**src/rtl/acc_exec_pkg.sv**
```systemverilog
package acc_exec_pkg;
  typedef enum logic [3:0] {
    OP_NOP   = 4'd0,
    OP_LOAD  = 4'd1,
    OP_STORE = 4'd2,
    OP_ADD   = 4'd3,
    OP_SUB   = 4'd4,
    OP_AND   = 4'd5,
    OP_OR    = 4'd6,
    OP_XOR   = 4'd7,
    OP_NOT   = 4'd8,
    OP_SHL   = 4'd9,
    OP_SHR   = 4'd10,
    OP_SAR   = 4'd11,
    OP_MUL   = 4'd12,
    OP_DIV   = 4'd13
  } op_e;

  typedef enum logic [1:0] {
    MD_IDLE = 2'd0,
    MD_RUN  = 2'd1,
    MD_FIN  = 2'd2
  } md_state_e;
endpackage

```
**src/rtl/acc_alu.sv**
```systemverilog
module acc_alu
  import acc_exec_pkg::*;
#(
  parameter int W = 16
) (
  input  op_e          op,
  input  logic [W-1:0] ac,
  input  logic [W-1:0] m,
  output logic [W-1:0] res,
  output logic         wr_ac,
  output logic         upd_flags,
  output logic         cy
);
  localparam int SHW = $clog2(W);

  logic [W:0]     wide;
  logic [SHW-1:0] sh;

  assign sh = m[SHW-1:0];

  always_comb begin
    res       = ac;
    wr_ac     = 1'b0;
    upd_flags = 1'b0;
    cy        = 1'b0;
    wide      = '0;
    case (op)
      OP_LOAD: begin res = m; wr_ac = 1'b1; end
      OP_ADD: begin
        wide = {1'b0, ac} + {1'b0, m};
        res = wide[W-1:0]; cy = wide[W]; wr_ac = 1'b1; upd_flags = 1'b1;
      end
      OP_SUB: begin
        wide = {1'b0, ac} - {1'b0, m};
        res = wide[W-1:0]; cy = wide[W]; wr_ac = 1'b1; upd_flags = 1'b1;
      end
      OP_AND: begin res = ac & m; wr_ac = 1'b1; end
      OP_OR:  begin res = ac | m; wr_ac = 1'b1; end
      OP_XOR: begin res = ac ^ m; wr_ac = 1'b1; end
      OP_NOT: begin res = ~ac;    wr_ac = 1'b1; end
      OP_SHL: begin res = ac << sh; wr_ac = 1'b1; end
      OP_SHR: begin res = ac >> sh; wr_ac = 1'b1; end
      OP_SAR: begin res = W'($signed(ac) >>> sh); wr_ac = 1'b1; end
      default: ;
    endcase
  end
endmodule

```
**src/rtl/acc_muldiv.sv**
```systemverilog
module acc_muldiv
  import acc_exec_pkg::*;
#(
  parameter int W = 16
) (
  input  logic         clk,
  input  logic         rst,
  input  logic         start,
  input  logic         is_div,
  input  logic [W-1:0] ac,
  input  logic [W-1:0] mq,
  input  logic [W-1:0] m,
  output logic         div_fault,
  output logic         busy,
  output logic         done,
  output logic [W-1:0] res_hi,
  output logic [W-1:0] res_lo
);
  localparam int CW = $clog2(W);

  function automatic logic [W-1:0] mag(input logic [W-1:0] v);
    return v[W-1] ? (~v + 1'b1) : v;
  endfunction

  md_state_e      state;
  logic [CW-1:0]  cnt;
  logic [W-1:0]   hi_r, lo_r, mm_r;
  logic           div_r, neg_a, neg_b;

  logic [2*W-1:0] dvd, dvd_mag, prod, prod_s;
  logic [W-1:0]   m_mag;
  logic [W:0]     msum, trial;
  logic           ge;

  assign dvd     = {mq, ac};
  assign dvd_mag = dvd[2*W-1] ? (~dvd + 1'b1) : dvd;
  assign m_mag   = mag(m);
  assign div_fault = (m == '0) || (dvd_mag[2*W-1:W] >= m_mag);

  // one iteration of each engine
  assign msum  = {1'b0, hi_r} + (lo_r[0] ? {1'b0, mm_r} : '0);
  assign trial = {hi_r, lo_r[W-1]};
  assign ge    = trial >= {1'b0, mm_r};

  always_ff @(posedge clk) begin
    if (rst) begin
      state <= MD_IDLE;
      cnt   <= '0;
      hi_r  <= '0;
      lo_r  <= '0;
      mm_r  <= '0;
      div_r <= 1'b0;
      neg_a <= 1'b0;
      neg_b <= 1'b0;
    end else begin
      case (state)
        MD_IDLE: if (start) begin
          state <= MD_RUN;
          cnt   <= '0;
          div_r <= is_div;
          mm_r  <= m_mag;
          if (is_div) begin
            hi_r  <= dvd_mag[2*W-1:W];
            lo_r  <= dvd_mag[W-1:0];
            neg_a <= mq[W-1] ^ m[W-1];
            neg_b <= mq[W-1];
          end else begin
            hi_r  <= '0;
            lo_r  <= mag(ac);
            neg_a <= ac[W-1] ^ m[W-1];
            neg_b <= 1'b0;
          end
        end
        MD_RUN: begin
          if (div_r) begin
            hi_r <= ge ? W'(trial - {1'b0, mm_r}) : trial[W-1:0];
            lo_r <= {lo_r[W-2:0], ge};
          end else begin
            hi_r <= msum[W:1];
            lo_r <= {msum[0], lo_r[W-1:1]};
          end
          cnt <= cnt + 1'b1;
          if (cnt == CW'(W-1)) state <= MD_FIN;
        end
        default: state <= MD_IDLE;
      endcase
    end
  end

  assign busy   = (state != MD_IDLE);
  assign done   = (state == MD_FIN);
  assign prod   = {hi_r, lo_r};
  assign prod_s = neg_a ? (~prod + 1'b1) : prod;

  always_comb begin
    if (div_r) begin
      res_lo = neg_a ? (~lo_r + 1'b1) : lo_r;
      res_hi = neg_b ? (~hi_r + 1'b1) : hi_r;
    end else begin
      res_lo = prod_s[W-1:0];
      res_hi = prod_s[2*W-1:W];
    end
  end

  // the engine only starts from rest, and finishing returns it to rest
  p_start_idle_r9: assert property (@(posedge clk) disable iff (rst)
    start |-> !busy);
  p_done_idle_r9: assert property (@(posedge clk) disable iff (rst)
    done |=> !busy);
  p_run_count_r9: assert property (@(posedge clk) disable iff (rst)
    (state == MD_RUN && cnt != CW'(W-1)) |=> (state == MD_RUN));
endmodule

```
**src/rtl/acc_exec_unit.sv**
```systemverilog
module acc_exec_unit
  import acc_exec_pkg::*;
#(
  parameter int W  = 16,
  parameter int AW = 8
) (
  input  logic          clk,
  input  logic          rst,
  input  logic          op_valid,
  input  logic [3:0]    op_code,
  input  logic [W-1:0]  mem_operand,
  input  logic [AW-1:0] mem_addr,
  output logic [W-1:0]  acc,
  output logic [W-1:0]  mq,
  output logic          flag_c,
  output logic          flag_z,
  output logic          flag_n,
  output logic          div_err,
  output logic          busy,
  output logic          st_valid,
  output logic [AW-1:0] st_addr,
  output logic [W-1:0]  st_data
);
  op_e          op;
  logic [W-1:0] ac_r, mq_r, alu_res, md_hi, md_lo;
  logic         alu_wr, alu_upd, alu_cy;
  logic         md_busy, md_done, md_fault, md_start, accept;
  logic         c_r, z_r, n_r, err_r;

  assign op     = op_e'(op_code);
  assign accept = op_valid && !md_busy;
  assign md_start = accept && ((op == OP_MUL) || (op == OP_DIV && !md_fault));

  acc_alu #(.W(W)) u_alu (
    .op(op), .ac(ac_r), .m(mem_operand),
    .res(alu_res), .wr_ac(alu_wr), .upd_flags(alu_upd), .cy(alu_cy)
  );

  acc_muldiv #(.W(W)) u_md (
    .clk(clk), .rst(rst), .start(md_start), .is_div(op == OP_DIV),
    .ac(ac_r), .mq(mq_r), .m(mem_operand),
    .div_fault(md_fault), .busy(md_busy), .done(md_done),
    .res_hi(md_hi), .res_lo(md_lo)
  );

  always_ff @(posedge clk) begin
    if (rst) begin
      ac_r     <= '0;
      mq_r     <= '0;
      c_r      <= 1'b0;
      z_r      <= 1'b0;
      n_r      <= 1'b0;
      err_r    <= 1'b0;
      st_valid <= 1'b0;
      st_addr  <= '0;
      st_data  <= '0;
    end else begin
      st_valid <= 1'b0;
      if (md_done) begin
        ac_r <= md_lo;
        mq_r <= md_hi;
      end else if (accept) begin
        err_r <= 1'b0;
        if (op == OP_STORE) begin
          st_valid <= 1'b1;
          st_addr  <= mem_addr;
          st_data  <= ac_r;
        end
        if (op == OP_DIV && md_fault) err_r <= 1'b1;
        if (alu_wr) ac_r <= alu_res;
        if (alu_upd) begin
          c_r <= alu_cy;
          z_r <= (alu_res == '0);
          n_r <= alu_res[W-1];
        end
      end
    end
  end

  assign acc     = ac_r;
  assign mq      = mq_r;
  assign flag_c  = c_r;
  assign flag_z  = z_r;
  assign flag_n  = n_r;
  assign div_err = err_r;
  assign busy    = md_busy;

  // busy holds until the result lands, and the register pair is frozen meanwhile
  p_busy_hold_r9: assert property (@(posedge clk) disable iff (rst)
    (md_busy && !md_done) |=> md_busy);
  p_pair_frozen_r9: assert property (@(posedge clk) disable iff (rst)
    (md_busy && !md_done) |=> ($stable(ac_r) && $stable(mq_r)));
  // a divide fault leaves the pair untouched and starts nothing
  p_fault_keeps_r10: assert property (@(posedge clk) disable iff (rst)
    $rose(err_r) |-> ($stable(ac_r) && $stable(mq_r) && !md_busy));
  // a store strobe only follows an accepted store
  p_store_pulse_r3: assert property (@(posedge clk) disable iff (rst)
    st_valid |-> $past(op_valid && !md_busy && op_code == 4'd2));
  // zero flag matches the accumulator after add or subtract
  p_zero_flag_r4: assert property (@(posedge clk) disable iff (rst)
    $past(accept && (op_code == 4'd3 || op_code == 4'd4)) |-> (z_r == (ac_r == '0)));
endmodule

```
**config.mk**
```make
export PLATFORM = sky130hd
export DESIGN_NAME = acc_exec_unit
export DESIGN_NICKNAME = d
export VERILOG_FILES = /design/src/rtl/acc_exec_pkg.sv /design/src/rtl/acc_alu.sv /design/src/rtl/acc_muldiv.sv /design/src/rtl/acc_exec_unit.sv
export SDC_FILE = /design/constraint.sdc
export NUM_CORES = 1
export LEC_CHECK = 0
export ABC_AREA = 1
export BUFFER_PORTS_ARGS = -buffer_cell sky130_fd_sc_hd__buf_2
export CORE_AREA = 2 2 203 205
export CTS_CLUSTER_SIZE = 30
export DETAILED_ROUTE_END_ITERATION = 10
export DIE_AREA = 0 0 205 207
export GPL_ROUTABILITY_DRIVEN = 0
export PLACE_DENSITY = 0.53
export SYNTH_ARGS = -nofsm -noshare
export SYNTH_HDL_FRONTEND = slang
export SYNTH_SLANG_ARGS = --single-unit
```
**constraint.sdc**
```tcl
create_clock -name clk -period 4.84 [get_ports clk]
set_input_delay 0.484 -clock clk [delete_from_list [all_inputs] [get_ports clk]]
set_output_delay 0.484 -clock clk [all_outputs]
set_load 0.02 [all_outputs]
```
==> flow_summary.toml, run 1 <==
[run_status]
status = "complete, no violations"

[setup_path]
timing.rr.end = "u_md.lo_r[0]"
cp_top_family = "simple AND/OR/NAND/NOR gates"
endpoint = "u_md.lo_r[0]"
critical_path_depth = 24
critPathRequiredTime_ns = 5.21
cp-end-kind = "register"
worstReg2RegStart = "acc[1]"
start_kind = "register"
critPathMaxFanout = 26
cp_num_buf_inv = 4
cp_slowest_cell = "clkinv_2"
crit_start = "acc[1]"
regToRegSetupSlack_ns = 0.87
path_cells = "inv_2 -> ha_1 -> nand3_1 -> inv_1 -> nand2_2 -> nor2_4 -> nand2_2 -> nor2_4 -> nand2_1 -> nand2_1 -> o21ai_0 -> xor2_1 -> inv_1 -> ha_1 -> nand2_1 -> nor3_1 -> nand3_1 -> nand4_1 -> nand2_1 -> nand2_2 -> nand2_4 -> clkinv_2 -> o21ai_0 -> a21oi_1"
crit_type = "register to register"
cp_common_cell = "nand2_1"
critPathMaxStageDelay_ns = 0.34
reg2reg_depth = 24
worstPathArrival_ns = 4.33

[finish]
area_growth_pct = 10.5
antenna_cells = 0
design_area_mm2 = 0.0154
drive_above_1_share_pct = 11.0
nets = 2555

[timing]
fin_ws_ns = 0.873
hold_viol = 0
maxSlewHeadroom_pct = 23.7
fin_worst_skew_ns = 0.0131
tightest_slew_ns = 1.14
finalCritPeriodShare_pct = 82.0
finalCriticalPeriod_ns = 3.97
slew_violations = 0
setup_viol = 0
holdWs_ns = 0.263
finalSetupTns_ns = 0
rsz0062_at_grt = "false"
max_freq_ghz = 0.252

[clock_tree]
clk_path_buf_depth = 2
cts_hold_buf = 0
root_buffer = "clkbuf_16"
cts.htree.levels = 4
cts_buffers = 17
clkLatencyLatePin_ns = 0.44
clkTransAtPathRegs_ns = 0.06
cts_setup_buffers = 0
cts.sinks = 118
cts_tree = "built"
ctsResizeCount = 0

[pwr]
p_comb_share_pct = 32.0
total_power_mw = 3.43
intPower_mw = 2.09
seq_power_share_pct = 30.4
ir_drop_mv = 0.205
switching_power_mw = 1.33
powerDensity_mw_per_mm2 = 223
p_leak_nw = 7.69
pwr-share-clk_pct = 37.6
swShare_pct = 38.9

[place]
pre_cts_slack_ns = 0.644
dp_hpwl_um = 47000
dpl_cell_area_mm2 = 0.0148
io_buffers = 92

[drt]
first_pass_iters = 6
vias = 16800
first_iter_violations = 2004
wl_met2_um = 25600
routedWlPerCell_um = 20.2
met3_length_um = 5880
drc = 0
via_per_inst = 5.67
highest-signal-layer = "met4"
m1WireLength_um = 26400
routed_wl_um = 59900
antenna_left = 0

[die]
io_pins = 93
design.core.area_mm2 = 0.0404
start_util_pct = 34.5
fp.dieH_um = 207
die_w_um = 205
die_area_mm2 = 0.0424
rows = 74

[run]
cap_violations = 0

[synth]
synth_seq_cells = 118
synth_cell_type_count = 57
synth-edff-count = 0
yosysSeqAreaShare_pct = 17.0
synth_cells = 2364
synthFlopType = "dfxtp_1"
netlist_area_mm2 = 0.0139
ys_async_sr_fraction_pct = 0
synth_area_per_cell_um2 = 5.89
synth_nets = 2506
yosysWarnings = 0

[global_route]
overflow = 0
antenna_found_initial = 0
grt_max_degree = 50
grt_pass1_wl_um = 91000
grtUsageTotal_pct = 27.8
grt_pass1_vias = 15600

[hold_path]
hold_path.class = "input pin to register"
tightest hold or removal path, stage by stage:
cell	delay, ns
buf_2	0.08
nor2_1	0.03
nor2_1	0.08
layer usage:
metal	track usage, %	vias to the layer above
met5	0	-
li1	-	7918
met3	4.92	138
met4	10.1	0
met2	42.1	902
met1	39.1	7812
power groups by stage:
stage               combinational [mW]  sequential [mW]  clock (mW)
floorplan                        0.732             1.06           0
global placement                  1.06             1.06           0
global route                      1.20             1.05        1.35
detailed placement                1.06             1.06           0
CTS                               1.07             1.04        1.31
finish                            1.10             1.04        1.29
logic make-up (layout without fill, tap and decap cells):
logic type	count (synthesis)	in the layout	share of synthesized area [%]
AOI/OAI and AO/OA	478	478	19.2
DFF	118	118	17.0
xor gates and xnor gates	58	58	3.76
and+or+nand+nor	1212	1212	38.2
adders and majority gates	111	111	10.2
buffers and inverters	387	449	11.8
cell usage in the layout, fill, tap and decap left out, drive strengths merged, types with 2 or more instances in the layout:
cell type	synthesis	routed
nand2	639	639
inv	281	285
nand3	271	271
nor2	215	215
o21ai	198	198
a21oi	192	192
buf	66	132
dfxtp	118	118
ha	107	107
xor2	52	52
nor3	30	30
nand4	29	29
o211ai	20	20
a31oi	19	19
clkbuf	36	19
o22ai	16	16
or2	10	10
o21bai	8	8
nand3b	8	8
clkinv	4	8
xnor2	6	6
nor4	6	6
o2111ai	5	5
o221ai	5	5
fa	4	4
a211oi	4	4
a22oi	3	3
a21o	3	3
clkinvlp	0	3
a31o	2	2
nor3b	2	2
bufinv	0	2
worst min-delay path by stage:
stage | startpoint | endpoint | slack (ns) | cells past startpoint
after CTS | mem_addr[5] | st_addr[5] | 0.25 | 3
after global placement | div_err | div_err | 0.47 | 2
after detailed placement | u_md.mm_r[3] | u_md.mm_r[3] | 0.47 | 2
after global routing | mem_addr[4] | st_addr[4] | 0.26 | 3
after floorplan | u_md.mm_r[2] | u_md.mm_r[2] | 0.45 | 2
final | mem_addr[0] | st_addr[0] | 0.26 | 3
sequential cells by signal, summed over array words and instances, names as in the netlist:
signal and count:
u_md.cnt 4, flag_c 1, u_md.mm_r 16, acc 16, st_valid 1, div_err 1, st_data 16, st_addr 8
u_md.div_r 1, u_md.state 2, u_md.lo_r 16, flag_z 1, mq 16, flag_n 1, u_md.hi_r 16, u_md.neg_a 1
u_md.neg_b 1
area by class of cell:
| class | count | area [um^2] |
|---|---|---|
| Fill cell | 4463 | 25000 |
| Multi-Input combinational cell | 1859 | 9940 |
| Sequential cell | 118 | 2360 |
| Inverter | 285 | 1080 |
| Timing Repair Buffer | 132 | 761 |
| Tap cell | 532 | 666 |
| Clock buffer | 19 | 443 |
| Clock inverter | 13 | 145 |
cells in the mapped netlist, types with 4 or more instances:
cell	count	share of area [%]
nand2_1	616	17
inv_1	265	7.1
nand3_1	259	9.3
nor2_1	201	5.4
a21oi_1	187	6.7
o21ai_0	167	6.0
dfxtp_1	118	17
ha_1	107	9.6
xor2_1	50	3.1
buf_2	38	1.4
clkbuf_1	33	0.89
nand4_1	29	1.3
o21ai_1	25	0.90
nor3_1	24	0.86
o211ai_1	20	1.1
nand2_2	19	0.85
a31oi_1	18	0.81
o22ai_1	16	0.72
inv_2	15	0.40
nand3_2	12	0.86
buf_6	11	0.89
or2_2	10	0.45
nor2_2	9	0.40
buf_1	8	0.22
buf_4	8	0.43
nand3b_1	8	0.43
o21bai_1	8	0.43
nor3_2	6	0.43
o21ai_2	6	0.38
xnor2_1	6	0.38
nor2_4	5	0.40
nor4_1	5	0.22
o2111ai_1	5	0.31
o221ai_1	5	0.31
a21oi_2	4	0.25
fa_1	4	0.58
nand2_4	4	0.32
through the flow:
stage               cells  utilization, %
finish               2958            38.1
global placement     2926            36.7
floorplan            2364               -
global route         2958            38.1
detailed placement   2926            36.7
CTS                  2958            38.1
(Power assumes the default switching activity.)
==> inputs of run 2 (changes only) <==
clock period = 3.9 ns   (was 4.84 ns; I/O delays follow)
==> flow_summary.toml, run 2 (same netlist as run 1, synthesis figures left out) <==
[run_status]
status = "complete, no violations"

[drt]
routed_wl_um = 60900
vias = 16800
via_per_inst = 5.59
drc = 0
first_iter_violations = 2141
first_pass_iters = 6
routedWlPerCell_um = 20.2
antenna_left = 0

[place]
io_buffers = 92
dpl_cell_area_mm2 = 0.0151
dp_hpwl_um = 47400

[setup_path]
start_kind = "register"
critPathRequiredTime_ns = 4.27
crit_type = "register to register"
worstPathArrival_ns = 4.02
reg2reg_depth = 25
cp-end-kind = "register"
critPathMaxFanout = 9

[timing]
tightest_slew_ns = 0.999
max_freq_ghz = 0.275
slew_violations = 0
finalCritPeriodShare_pct = 93.4
finalSetupTns_ns = 0
setup_viol = 0
finalCriticalPeriod_ns = 3.64
holdWs_ns = 0.171
maxSlewHeadroom_pct = 33.3
fin_worst_skew_ns = 0.0152
hold_viol = 0

[clock_tree]
cts_buffers = 17
clkLatencyLatePin_ns = 0.44
cts_hold_buf = 0
clkTransAtPathRegs_ns = 0.06
cts_tree = "built"
clk_path_buf_depth = 2
cts.htree.levels = 4
cts.sinks = 118
root_buffer = "clkbuf_16"

[pwr]
p_comb_share_pct = 33.1
seq_power_share_pct = 29.8
powerDensity_mw_per_mm2 = 270
pwr-share-clk_pct = 37.1
switching_power_mw = 1.65
ir_drop_mv = 0.249
intPower_mw = 2.65
swShare_pct = 38.5
p_leak_nw = 7.97
total_power_mw = 4.30

[finish]
antenna_cells = 0
num-fill-cells = 4531
layout_commonest_cell = "nand2_1"
area_growth_pct = 14.2
layout_common_cells = "nand2_1 (615), inv_1 (262), nand3_1 (259)"
drive_above_1_share_pct = 13.1
design_area_mm2 = 0.0159
nets = 2607
final_util_pct = 39.4

[global_route]
grt_pass1_wl_um = 91500
overflow = 0
antenna_found_initial = 0
grt_max_degree = 52
grt_pass1_vias = 15400
grtUsageTotal_pct = 27.9

[die]
io_pins = 93
die_area_mm2 = 0.0424
die_w_um = 205
rows = 74
design.core.area_mm2 = 0.0404
fp.dieH_um = 207
start_util_pct = 34.5

[run]
cap_violations = 0

[hold_path]
min_path_cells = 3
hold_path.class = "input pin to register"
==> run 2: cell types whose count changed in the layout (fill, tap and decap cells not counted), sizes merged <==
cell	previous run	this run
clkinv	8	9
buf	132	180
clkinvlp	3	5
clkbuf	19	24
inv	285	281
==> run 2: power by group through the flow <==
stage | clock [mW] | sequential [mW] | combinational [mW]
finish | 1.59 | 1.28 | 1.42
global route | 1.67 | 1.29 | 1.56
CTS | 1.61 | 1.28 | 1.35
detailed placement | 0 | 1.31 | 1.34
global placement | 0 | 1.31 | 1.34
floorplan | 0 | 1.32 | 0.909
==> run 2: layer usage <==
metal | vias up | part of all wire (%) | global-route usage, %
met2 | 874 | 43 | 42.8
met1 | 7808 | 44 | 39.6
met5 | - | 0 | 0
met4 | 0 | 3.3 | 8.73
met3 | 131 | 9.7 | 4.55
li1 | 8016 | - | -
==> run 2: stage by stage <==
step | cells | setup WS (ns)
after global placement | 2962 | 0.312
after detailed placement | 2962 | 0.199
after global routing | 3010 | -0.00590
final | 3010 | 0.258
after floorplan | 2364 | 0.458
after CTS | 2994 | 0.159
==> run 2: critical path, cell delays in order (launching register included) <==
cell       delay (ns)
dfxtp_1          0.32
inv_2            0.10
ha_4             0.14
nand3_1          0.10
inv_1            0.10
nand2_2          0.10
nor2_4           0.16
nand2_4          0.10
nor4_4           0.27
nand2_1          0.10
nand2_2          0.08
nand2_1          0.06
xor2_1           0.14
buf_4            0.16
ha_1             0.27
nand3_1          0.11
nor3_2           0.20
nand3_1          0.09
nand4_1          0.11
nand2_2          0.08
nand2_4          0.15
nand2_8          0.12
clkbuf_16        0.23
o22ai_1          0.16
nand2_1          0.07
nand2_1          0.05
==> run 2: path summary, 6_finish.rpt <==
check / from / endpoint / slack (ns)
worst min-delay path: mem_addr[0] / st_addr[0] / 0.17
worst max-delay path: acc[1] / u_md.hi_r[6] / 0.26
worst max register to register: acc[1] / u_md.hi_r[6] / 0.26
worst min register to register: u_md.mm_r[10] / u_md.mm_r[10] / 0.48
==> run 2: timing repair <==
action,4_1_cts,5_1_grt
gates resized for setup,0,19
buffers inserted,0,13
endpoints found under the setup margin,0,51
==> run 2: area by class of cell <==
type,count,area [um^2],area share [%]
repair buffers,184,1220,7.65
well taps,532,666,4.19
multi-input cells,1859,9980,62.8
flip-flops and latches,118,2360,14.9
inverters,285,1090,6.86
clock buffers,20,457,2.87
clock inverters,12,128,0.802
